[src/rtl/tempcomp_pkg.sv]
package tempcomp_pkg;

  // Strobes issued by the control each cycle; at most one event strobe is set.
  typedef struct packed {
    logic startFirst;  // no current region yet: open one
    logic markBit;     // address inside current window: set footprint bit
    logic revive;      // listed record covers address: bring it back
    logic fresh;       // nothing covers address: log and restart
    logic dropLru;     // with fresh: list is full, discard oldest first
  } tcStrb_t;

endpackage

[src/rtl/tempcomp_cover.sv]
// Window test: does a region with trigger trigBlk cover probeBlk?
module tempcomp_cover #(
  parameter int BLK_W  = 26,
  parameter int PREC_N = 4,
  parameter int SUCC_N = 8
) (
  input  logic             recValid,
  input  logic [BLK_W-1:0] trigBlk,
  input  logic [BLK_W-1:0] probeBlk,
  output logic             covered
);
  localparam logic [BLK_W-1:0] UP_LIM = BLK_W'(SUCC_N);
  localparam logic [BLK_W-1:0] DN_LIM = BLK_W'(PREC_N);

  logic [BLK_W-1:0] upDist;
  logic [BLK_W-1:0] dnDist;

  assign upDist = probeBlk - trigBlk;
  assign dnDist = trigBlk - probeBlk;

  always_comb begin
    covered = 1'b0;
    if (recValid) begin
      if (probeBlk == trigBlk)     covered = 1'b1;
      else if (probeBlk > trigBlk) covered = (upDist <= UP_LIM);
      else                         covered = (dnDist <= DN_LIM);
    end
  end
endmodule

[src/rtl/tempcomp_ctrl.sv]
module tempcomp_ctrl
  import tempcomp_pkg::*;
#(
  parameter int DEPTH = 4,
  localparam int PTR_W = (DEPTH > 1) ? $clog2(DEPTH) : 1
) (
  input  logic             clk,
  input  logic             rstN,
  input  logic             retValid,
  input  logic             curValid,
  input  logic             curHit,
  input  logic [DEPTH-1:0] matchVec,
  input  logic             listFull,
  output tcStrb_t          strb,
  output logic [PTR_W-1:0] matchIdx
);
  logic anyMatch;

  assign anyMatch = |matchVec;

  // Lowest index is the least recently used end: it wins.
  always_comb begin
    matchIdx = '0;
    for (int i = DEPTH - 1; i >= 0; i--) begin
      if (matchVec[i]) matchIdx = PTR_W'(i);
    end
  end

  always_comb begin
    strb = '0;
    if (retValid) begin
      if (!curValid)     strb.startFirst = 1'b1;
      else if (curHit)   strb.markBit    = 1'b1;
      else if (anyMatch) strb.revive     = 1'b1;
      else begin
        strb.fresh   = 1'b1;
        strb.dropLru = listFull;
      end
    end
  end

  assert_one_event_R9: assert property (@(posedge clk) disable iff (!rstN)
    $onehot0({strb.startFirst, strb.markBit, strb.revive, strb.fresh}));

  assert_drop_only_fresh_R5: assert property (@(posedge clk) disable iff (!rstN)
    strb.dropLru |-> (strb.fresh && listFull));

  assert_pick_valid_R8: assert property (@(posedge clk) disable iff (!rstN)
    strb.revive |-> matchVec[matchIdx]);
endmodule

[src/rtl/tempcomp_dp.sv]
module tempcomp_dp
  import tempcomp_pkg::*;
#(
  parameter int BLK_W  = 26,
  parameter int PREC_N = 4,
  parameter int SUCC_N = 8,
  parameter int DEPTH  = 4,
  localparam int PTR_W = (DEPTH > 1) ? $clog2(DEPTH) : 1,
  localparam int CNT_W = $clog2(DEPTH + 1),
  localparam int MAXN  = (PREC_N > SUCC_N) ? PREC_N : SUCC_N,
  localparam int IDX_W = (MAXN > 1) ? $clog2(MAXN) : 1,
  localparam int REC_W = BLK_W + PREC_N + SUCC_N
) (
  input  logic              clk,
  input  logic              rstN,
  input  tcStrb_t           strb,
  input  logic [PTR_W-1:0]  matchIdx,
  input  logic [BLK_W-1:0]  probeBlk,
  output logic              curHit,
  output logic [DEPTH-1:0]  matchVec,
  output logic              listFull,
  output logic              curValid,
  output logic [BLK_W-1:0]  curTrigBlk,
  output logic [PREC_N-1:0] curPrec,
  output logic [SUCC_N-1:0] curSucc,
  output logic              histValid,
  output logic [BLK_W-1:0]  histTrigBlk,
  output logic [PREC_N-1:0] histPrec,
  output logic [SUCC_N-1:0] histSucc,
  output logic              reviveStb
);
  // Record layout: {trigger, lower footprint, upper footprint}
  localparam int SUCC_LO = 0;
  localparam int PREC_LO = SUCC_N;
  localparam int TRIG_LO = SUCC_N + PREC_N;

  logic [REC_W-1:0] ent [DEPTH];
  logic [REC_W-1:0] entN [DEPTH];
  logic [CNT_W-1:0] cnt, cntN;

  logic [BLK_W-1:0]  spatTrig, spatTrigN;
  logic [PREC_N-1:0] spatPrec, spatPrecN;
  logic [SUCC_N-1:0] spatSucc, spatSuccN;
  logic              spatValidN;
  logic [REC_W-1:0]  spatRec;
  logic [REC_W-1:0]  histRec, histRecN;
  logic              histValidN, reviveN;

  logic [BLK_W-1:0] upDist, dnDist;
  logic             above;
  logic [IDX_W-1:0] bitIdx;
  logic [REC_W-1:0] pickRec;

  assign spatRec = {spatTrig, spatPrec, spatSucc};
  assign listFull = (cnt == CNT_W'(DEPTH));
  assign pickRec  = ent[matchIdx];

  // Window test on the current region
  tempcomp_cover #(.BLK_W(BLK_W), .PREC_N(PREC_N), .SUCC_N(SUCC_N)) spatCover_i (
    .recValid (curValid),
    .trigBlk  (spatTrig),
    .probeBlk (probeBlk),
    .covered  (curHit)
  );

  // One comparator per list slot, all searched at once
  generate
    for (genvar g = 0; g < DEPTH; g++) begin : gSlot
      logic slotLive;
      assign slotLive = (CNT_W'(g) < cnt);
      tempcomp_cover #(.BLK_W(BLK_W), .PREC_N(PREC_N), .SUCC_N(SUCC_N)) slotCover_i (
        .recValid (slotLive),
        .trigBlk  (ent[g][TRIG_LO +: BLK_W]),
        .probeBlk (probeBlk),
        .covered  (matchVec[g])
      );
    end
  endgenerate

  // Footprint bit position relative to the current trigger
  assign above  = (probeBlk > spatTrig);
  assign upDist = probeBlk - spatTrig;
  assign dnDist = spatTrig - probeBlk;
  assign bitIdx = above ? IDX_W'(upDist - 1'b1) : IDX_W'(dnDist - 1'b1);

  always_comb begin
    for (int i = 0; i < DEPTH; i++) entN[i] = ent[i];
    cntN       = cnt;
    spatValidN = curValid;
    spatTrigN  = spatTrig;
    spatPrecN  = spatPrec;
    spatSuccN  = spatSucc;
    histValidN = 1'b0;
    histRecN   = histRec;
    reviveN    = 1'b0;

    if (strb.startFirst) begin
      spatValidN = 1'b1;
      spatTrigN  = probeBlk;
      spatPrecN  = '0;
      spatSuccN  = '0;
    end

    if (strb.markBit && (probeBlk != spatTrig)) begin
      if (above) spatSuccN[bitIdx] = 1'b1;
      else       spatPrecN[bitIdx] = 1'b1;
    end

    if (strb.revive) begin
      for (int i = 0; i < DEPTH - 1; i++) begin
        if ((i >= int'(matchIdx)) && (i < int'(cnt) - 1)) entN[i] = ent[i + 1];
      end
      entN[PTR_W'(cnt - 1'b1)] = pickRec;
      spatTrigN = pickRec[TRIG_LO +: BLK_W];
      spatPrecN = pickRec[PREC_LO +: PREC_N];
      spatSuccN = pickRec[SUCC_LO +: SUCC_N];
      reviveN   = 1'b1;
    end

    if (strb.fresh) begin
      histValidN = 1'b1;
      histRecN   = spatRec;
      if (strb.dropLru) begin
        for (int i = 0; i < DEPTH - 1; i++) entN[i] = ent[i + 1];
        entN[DEPTH - 1] = spatRec;
      end else begin
        entN[PTR_W'(cnt)] = spatRec;
        cntN = cnt + 1'b1;
      end
      spatTrigN = probeBlk;
      spatPrecN = '0;
      spatSuccN = '0;
    end
  end

  always_ff @(posedge clk) begin
    if (!rstN) begin
      for (int i = 0; i < DEPTH; i++) ent[i] <= '0;
      cnt       <= '0;
      curValid  <= 1'b0;
      spatTrig  <= '0;
      spatPrec  <= '0;
      spatSucc  <= '0;
      histValid <= 1'b0;
      histRec   <= '0;
      reviveStb <= 1'b0;
    end else begin
      for (int i = 0; i < DEPTH; i++) ent[i] <= entN[i];
      cnt       <= cntN;
      curValid  <= spatValidN;
      spatTrig  <= spatTrigN;
      spatPrec  <= spatPrecN;
      spatSucc  <= spatSuccN;
      histValid <= histValidN;
      histRec   <= histRecN;
      reviveStb <= reviveN;
    end
  end

  assign curTrigBlk  = spatTrig;
  assign curPrec     = spatPrec;
  assign curSucc     = spatSucc;
  assign histTrigBlk = histRec[TRIG_LO +: BLK_W];
  assign histPrec    = histRec[PREC_LO +: PREC_N];
  assign histSucc    = histRec[SUCC_LO +: SUCC_N];

  assert_list_bound_R5: assert property (@(posedge clk) disable iff (!rstN)
    cnt <= CNT_W'(DEPTH));

  assert_full_stays_full_R5: assert property (@(posedge clk) disable iff (!rstN)
    (strb.fresh && listFull) |=> listFull);

  assert_fresh_restart_R4: assert property (@(posedge clk) disable iff (!rstN)
    strb.fresh |=> (histValid && (curTrigBlk == $past(probeBlk))
                    && (curPrec == '0) && (curSucc == '0)));

  assert_revive_keeps_count_R6: assert property (@(posedge clk) disable iff (!rstN)
    strb.revive |=> ($stable(cnt) && reviveStb && !histValid));

  assert_hit_spares_list_R3: assert property (@(posedge clk) disable iff (!rstN)
    strb.markBit |=> ($stable(cnt) && !histValid && $stable(curTrigBlk)));

  assert_first_no_history_R2: assert property (@(posedge clk) disable iff (!rstN)
    strb.startFirst |=> (curValid && !histValid && $stable(cnt)));
endmodule

[src/rtl/tempcomp_top.sv]
module tempcomp_top
  import tempcomp_pkg::*;
#(
  parameter int BLK_W  = 26,
  parameter int PREC_N = 4,
  parameter int SUCC_N = 8,
  parameter int DEPTH  = 4
) (
  input  logic              clk,
  input  logic              rstN,
  input  logic              retValid,
  input  logic [BLK_W-1:0]  retBlk,
  output logic              curValid,
  output logic [BLK_W-1:0]  curTrigBlk,
  output logic [PREC_N-1:0] curPrec,
  output logic [SUCC_N-1:0] curSucc,
  output logic              histValid,
  output logic [BLK_W-1:0]  histTrigBlk,
  output logic [PREC_N-1:0] histPrec,
  output logic [SUCC_N-1:0] histSucc,
  output logic              reviveStb
);
  localparam int PTR_W = (DEPTH > 1) ? $clog2(DEPTH) : 1;

  tcStrb_t          strb;
  logic [PTR_W-1:0] matchIdx;
  logic             curHit;
  logic [DEPTH-1:0] matchVec;
  logic             listFull;

  tempcomp_ctrl #(.DEPTH(DEPTH)) ctrl_i (
    .clk      (clk),
    .rstN     (rstN),
    .retValid (retValid),
    .curValid (curValid),
    .curHit   (curHit),
    .matchVec (matchVec),
    .listFull (listFull),
    .strb     (strb),
    .matchIdx (matchIdx)
  );

  tempcomp_dp #(.BLK_W(BLK_W), .PREC_N(PREC_N), .SUCC_N(SUCC_N), .DEPTH(DEPTH)) dp_i (
    .clk         (clk),
    .rstN        (rstN),
    .strb        (strb),
    .matchIdx    (matchIdx),
    .probeBlk    (retBlk),
    .curHit      (curHit),
    .matchVec    (matchVec),
    .listFull    (listFull),
    .curValid    (curValid),
    .curTrigBlk  (curTrigBlk),
    .curPrec     (curPrec),
    .curSucc     (curSucc),
    .histValid   (histValid),
    .histTrigBlk (histTrigBlk),
    .histPrec    (histPrec),
    .histSucc    (histSucc),
    .reviveStb   (reviveStb)
  );
endmodule

[config.mk]
export PLATFORM = sky130hd
export DESIGN_NAME = tempcomp_top
export DESIGN_NICKNAME = d
export VERILOG_FILES = /design/src/rtl/tempcomp_pkg.sv /design/src/rtl/tempcomp_cover.sv /design/src/rtl/tempcomp_ctrl.sv /design/src/rtl/tempcomp_dp.sv /design/src/rtl/tempcomp_top.sv
export SDC_FILE = /design/constraint.sdc
export NUM_CORES = 1
export LEC_CHECK = 0
export ABC_AREA = 1
export BUFFER_PORTS_ARGS = -buffer_cell sky130_fd_sc_hd__buf_2
export CAP_MARGIN = 30
export CORE_UTILIZATION = 30
export DETAILED_ROUTE_END_ITERATION = 10
export GPL_TIMING_DRIVEN = 1
export MAX_ROUTING_LAYER = met4
export PLACE_DENSITY = 0.54
export SYNTH_ARGS = -nofsm -noshare
export SYNTH_HDL_FRONTEND = slang
export SYNTH_HIERARCHICAL = 1
export SYNTH_SLANG_ARGS = --single-unit
[constraint.sdc]
create_clock -name clk -period 5.5 [get_ports clk]
set_input_delay 0.275 -clock clk [delete_from_list [all_inputs] [get_ports clk]]
set_output_delay 0.275 -clock clk [all_outputs]
set_load 0.01 [all_outputs]
# After elaboration in Yosys (flattened, before gate mapping)
# Memories as Yosys holds them, arrays and structs flattened.
# Index checks and enable logic that the tools add are counted.
[word_totals] n_memories=1 reg_bits=82 inputBits=29 mem_bits_rw=152 wordCells=150 output_inout_bits=79
[mem_list] memory="dp_i.ent" depth=4 word_bits=38 rd=5 rd_clocked_by_memory_dff=0 wr=4 line="tempcomp_dp.sv:37" rtl="logic [REC_W-1:0] ent [DEPTH];"
[op_classes] n_reduce_logical=12 n_lt_le_gt_ge=32 eq_ne=7 n_addsub=15 mux=65 bitwise_logic=10
[ops] op="152-bit 2-to-1 mux" n=3
[ops] op="38-bit 2-to-1 mux" n=12
[ops] op="152-bit bitwise mux" n=2
[ops] op="26-bit subtractor" n=10
[ops] op="38-bit demux with 2-bit select" n=2
[ops] op="26-bit equality test" n=5
[ops] op="26-bit greater-than comparator" n=5
[ops] op="26-bit by 3-bit <= comparator with 1-bit output (second input constant)" n=5
[ops] op="26-bit by 4-bit <= comparator with 1-bit output (second input constant)" n=5
[ops] op="26-bit 2-to-1 mux" n=3
[ops] op="1-bit by 32-bit < comparator with 1-bit output (first input constant)" n=1
[ops] op="2-bit by 32-bit < comparator with 1-bit output (first input constant)" n=1
[ops] op="3-bit by 32-bit < comparator with 1-bit output (first input constant)" n=1
[ops] op="8-bit 2-to-1 mux" n=4
[ops] op="26-bit != test" n=1
[ops] op="1-bit 2-to-1 mux" n=24
[ops] op="4-bit 2-to-1 mux" n=5
[ops] op="2-bit 2-to-1 mux" n=5
[ops] op="1-bit logical AND" n=8
[ops] op="8-bit OR" n=1
[ops] op="3-bit >= comparator (second input constant)" n=2
[ops] op="1-bit by 3-bit < comparator with 1-bit output (first input constant)" n=2
[ops] op="2-bit by 3-bit < comparator with 1-bit output (first input constant)" n=2
[ops] op="3-bit by 1-bit < comparator with 1-bit output (second input constant)" n=2
[ops] op="22 further kinds" n=30

# Longest topological paths before layout
[logic_depth] depth_word=19 mapped_depth=35 ltp_nobuf=33

# Cells and area by module
# The synthesis kept the hierarchy.
[by_module_without_submodules] module="tempcomp_dp" instances=1 seq_area_each_um2=4684.5 cells_each=2257 area_per_inst_um2=15377.2
[by_module_without_submodules] module="tempcomp_cover (dp_i.gSlot[0].slotCover_i ...)" instances=4 seq_area_each_um2=0.0 cells_each=786 area_per_inst_um2=3727.3
[by_module_without_submodules] module="tempcomp_cover (dp_i.gSlot[1].slotCover_i)" instances=1 seq_area_each_um2=0.0 cells_each=779 area_per_inst_um2=3781.1
[by_module_without_submodules] module="tempcomp_ctrl" instances=1 seq_area_each_um2=0.0 cells_each=19 area_per_inst_um2=91.3

# Worst setup path after synthesis
# Ideal clock, no wire load.
[synth_timing] kind="reg-to-reg" from="memory dp_i/ent[3][24] (netlist name)" to="memory dp_i/ent[1][36] (netlist name)" setup_slack_ns=2.057 stages_incl_launch_ff=31 n_path_buf=2 required_ns=5.388 period_less_slack_ns=3.443 arrival_time_ns=3.331 path_cell_list="dfxtp_1 > ha_1 > buf_2 > nand2_1 > nor2_2 > nand2_1 > nor2_2 > nand2_1 > nand3_1 > nand2_1 > nand2_1 > nand2_1 > nor2_1 > nand2_1 > nor2_1 > nand3_1 > nand3_1 > nand2_1 > inv_1 > nor2_2 > nor3_1 > nor2_2 > buf_6 > a22oi_2 > nand2_2 > o211ai_2 > o21ai_1 > nand2_1 > nand3_1 > nand2_1 > nand2_1"
[synth_rtl] element="from (decl)" line="tempcomp_dp.sv:37"

==> results.json <==
{
  "cts_sinks": 234,
  "antenna_found_initial": 1,
  "coreArea_mm2": 0.1127,
  "syn-num-nets": 6520,
  "via_per_inst": 5.248,
  "via_count": 41080,
  "clkTransAtPathRegs_ps": 70,
  "hp-class": "in -> reg",
  "slew-limit-headroom_pct": 37.68,
  "cts.path.max_buffers": 3,
  "ir_drop_v": 0.0002485,
  "area_growth_pct": 11.87,
  "holdWs_ps": 103.6,
  "fmax_ghz": 0.1945,
  "crit_type": "reg -> reg",
  "netlist_instances": 6199,
  "fin_tns_setup_ps": 0,
  "grt_max_degree": 83,
  "finalMaxSlewViolations": 0,
  "ios": 108,
  "fp.dieW_um": 339.4,
  "leakagePower_nw": 19.70,
  "cts_tree": "built",
  "synth_enable_flop_cells": 0,
  "drtPass1Iterations": 8,
  "synthAdderAreaFrac_pct": 10.74,
  "place.port_buffers": 107,
  "maxCapViolCount": 0,
  "rsz0062_at_grt": "no",
  "drtIter0Drc": 4397,
  "routed_wl_mm": 159.5,
  "synthFlopType": "dfxtp_1",
  "r2r_end": "dp_i/ent[0][25]$_SDFF_PN0_",
  "synth.distinct_cells": 56,
  "multi_input_area_mm2": 0.02403,
  "drcViolationCount": 0,
  "num-nets-final": 6628,
  "tightest_slew_ps": 934.8,
  "antenna_cells": 0,
  "wl_per_cell_um": 20.38,
  "die-area_mm2": 0.1152,
  "num-fill-cells": 12926,
  "grtUsageTotal_pct": 27.38,
  "min_period_over_period_pct": 93.50,
  "worst_hold_path.endpoint": "dp_i/curValid$_SDFFE_PN0P_",
  "ys_ff_latch": 234,
  "floorplan.initialDensity_pct": 30.32,
  "min_path_cells": 5,
  "synth-simple-area-share_pct": 36.41,
  "skew_ps": 38.12,
  "area.sequential_mm2": 0.004684,
  "grt_pass1_vias": 37462,
  "worstPathArrival_ps": 5680,
  "cp-start-kind": "register",
  "synth_compound_area_share_pct": 21.88,
  "critPathMaxFanout": 18,
  "worstPathRequired_ps": 6040,
  "synth_top_family_by_area": "simple AND/OR/NAND/NOR gates",
  "postCtsHoldBufs": 0,
  "globalplace.congestion": 1.027,
  "overflow": 0,
  "setup_violations": 0,
  "status": "finished, final reports clean",
  "cts_resized": 0,
  "async_reset_ff_share_pct": 0,
  "h-tree-depth": 1,
  "worstReg2RegStart": "dp_i/ent[0][12]$_SDFF_PN0_",
  "synth_xor_xnor_area_share_pct": 1.179,
  "rows": 123,
  "period_minus_slack_ps": 5143,
  "worstSkewPairLatency_ps": 630,
  "r2r_cells": 27,
  "drive_gt1_share_pct": 9.104,
  "yosysSeqAreaShare_pct": 13.71,
  "numCtsBuffers": 28,
  "hold_viol": 0,
  "cp-end-kind": "register",
  "syn_avg_cell_area_um2": 5.510,
  "rrSetupSlack_ps": 360,
  "synthMuxAreaShare_pct": 0,
  "synth_area_mm2": 0.03416,
  "root_buffer": "clkbuf_16",
  "hp-start": "retValid",
  "postCtsSetupBuffers": 0,
  "hpwl_mm": 125.0,
  "synth_warnings": 6,
  "grt_pass1_wl_mm": 236.7,
  "antenna_left": 0,
  "power_density_mw_per_mm2": 156.8,
  "cp-startpoint": "dp_i/ent[0][12]$_SDFF_PN0_",
  "die_h_um": 339.4
}
==> cell type report <==
cell class              count  area share [%]
multi-input cells        4557           62.89
flip-flops and latches    234           12.26
inverters                1188           11.68
repair buffers            298           5.874
well taps                1500           4.911
clock buffers              41           2.118
clock inverters             9          0.2718
==> kinds of logic (layout without fill, tap and decap cells) <==
logic type,count (synthesis),count (layout)
buf+inv,1408,1536
flops,234,234
fa+ha+maj,292,292
xor+xnor,46,46
compound gates,1236,1236
simple gates,2983,2983
==> per-stage QoR <==
step                instances  area, um^2  setup WS [ps]  total power, mW  utilization, %
floorplan                6199       34160           2057            3.198               -
global placement         7777       37300          261.0            4.015           33.11
detailed placement       7777       37300          311.3            4.017           33.11
CTS                      7827       38210          561.9            5.965           33.92
global route             7827       38210          135.6            6.296           33.92
finish                   7827       38210          357.3            5.991           33.92
==> registers in the layout, indices dropped and copies added (netlist names) <==
name	cells
dp_i/histRec	38
dp_i/curValid	1
dp_i/curTrigBlk	26
dp_i/ent	152
dp_i/curSucc	8
dp_i/curPrec	4
dp_i/histValid	1
dp_i/cnt	3
dp_i/reviveStb	1
==> synthesized netlist by cell type, types with 8 or more instances <==
cell | count | area (um^2)
a21oi_2 | 22 | 192.7
a31oi_1 | 24 | 150.1
o2111ai_1 | 37 | 324.1
inv_2 | 20 | 75.07
a22oi_2 | 21 | 262.8
o21ai_1 | 97 | 485.5
buf_4 | 14 | 105.1
a221oi_1 | 10 | 87.58
o21ai_0 | 319 | 1597
inv_1 | 1167 | 4380
nor2_4 | 12 | 135.1
buf_2 | 70 | 350.3
a21oi_1 | 512 | 2562
nor2_1 | 235 | 882.1
nor3_2 | 11 | 110.1
nand2_2 | 30 | 187.7
xor2_1 | 40 | 350.3
nand4_1 | 118 | 738.2
nand3b_1 | 12 | 90.09
o211ai_1 | 37 | 277.8
buf_6 | 8 | 90.09
a22oi_1 | 17 | 127.6
nand2_1 | 2178 | 8175
a221oi_2 | 28 | 420.4
nand3_1 | 305 | 1526
ha_1 | 290 | 3628
o21bai_1 | 19 | 142.6
dfxtp_1 | 234 | 4684
clkbuf_1 | 108 | 405.4
nor2_2 | 60 | 375.4
buf_1 | 15 | 56.30
o221ai_1 | 75 | 656.9
==> report_power, final <==
| group | internal (mW) | switching (mW) |
|---|---|---|
| Clock | 1.07 | 0.882 |
| Combinational | 0.650 | 1.59 |
| Sequential | 1.73 | 0.0676 |
==> worst max-delay path by stage <==
stage                     slack [ps]                    endpoint  depth (start not counted)
final                            360  dp_i/ent[0][25]$_SDFF_PN0_                         27
after global placement           260  dp_i/ent[0][19]$_SDFF_PN0_                         28
after global routing             140   dp_i/ent[0][7]$_SDFF_PN0_                         28
after CTS                        560  dp_i/ent[0][25]$_SDFF_PN0_                         27
after detailed placement         310  dp_i/ent[0][19]$_SDFF_PN0_                         23
after floorplan                 2060  dp_i/ent[1][36]$_SDFF_PN0_                         30
==> routing by layer <==
| metal | vias up | track usage [%] | wire length, um |
|---|---|---|---|
| li1 | 19996 | - | - |
| met1 | 18997 | 35.77 | 70420 |
| met2 | 1756 | 42.10 | 69070 |
| met3 | 331 | 2.783 | 11010 |
| met4 | 0 | 13.06 | 8985 |
| met5 | - | - | 0 |
==> layout by cell type (no fill, tap or decap), drive strengths merged, types with 76 or more instances in the layout <==
cell type,n
a21oi,536
buf,298
dfxtp,234
ha,290
inv,1184
nand2,2212
nand3,314
nand4,118
nor2,307
o21ai,416
o221ai,76
==> critical path, cell delays in order (launching register included) <==
cell,delay (ps)
dfxtp_1,590
inv_1,90
ha_1,190
inv_1,150
nand2_1,70
nand2_1,180
nand2_1,130
nand2_1,230
nand2_1,90
nand2_1,190
nand2_1,100
nand4_1,80
nand2_1,90
nand3_1,190
nor2_1,80
nand4_1,80
nand3_1,260
nand2_1,130
inv_1,60
nor3_1,710
inv_2,160
buf_12,230
a21oi_2,110
o21ai_1,110
a21oi_1,370
buf_4,180
o221ai_1,110
o21ai_1,90
(Power assumes the default switching activity.)
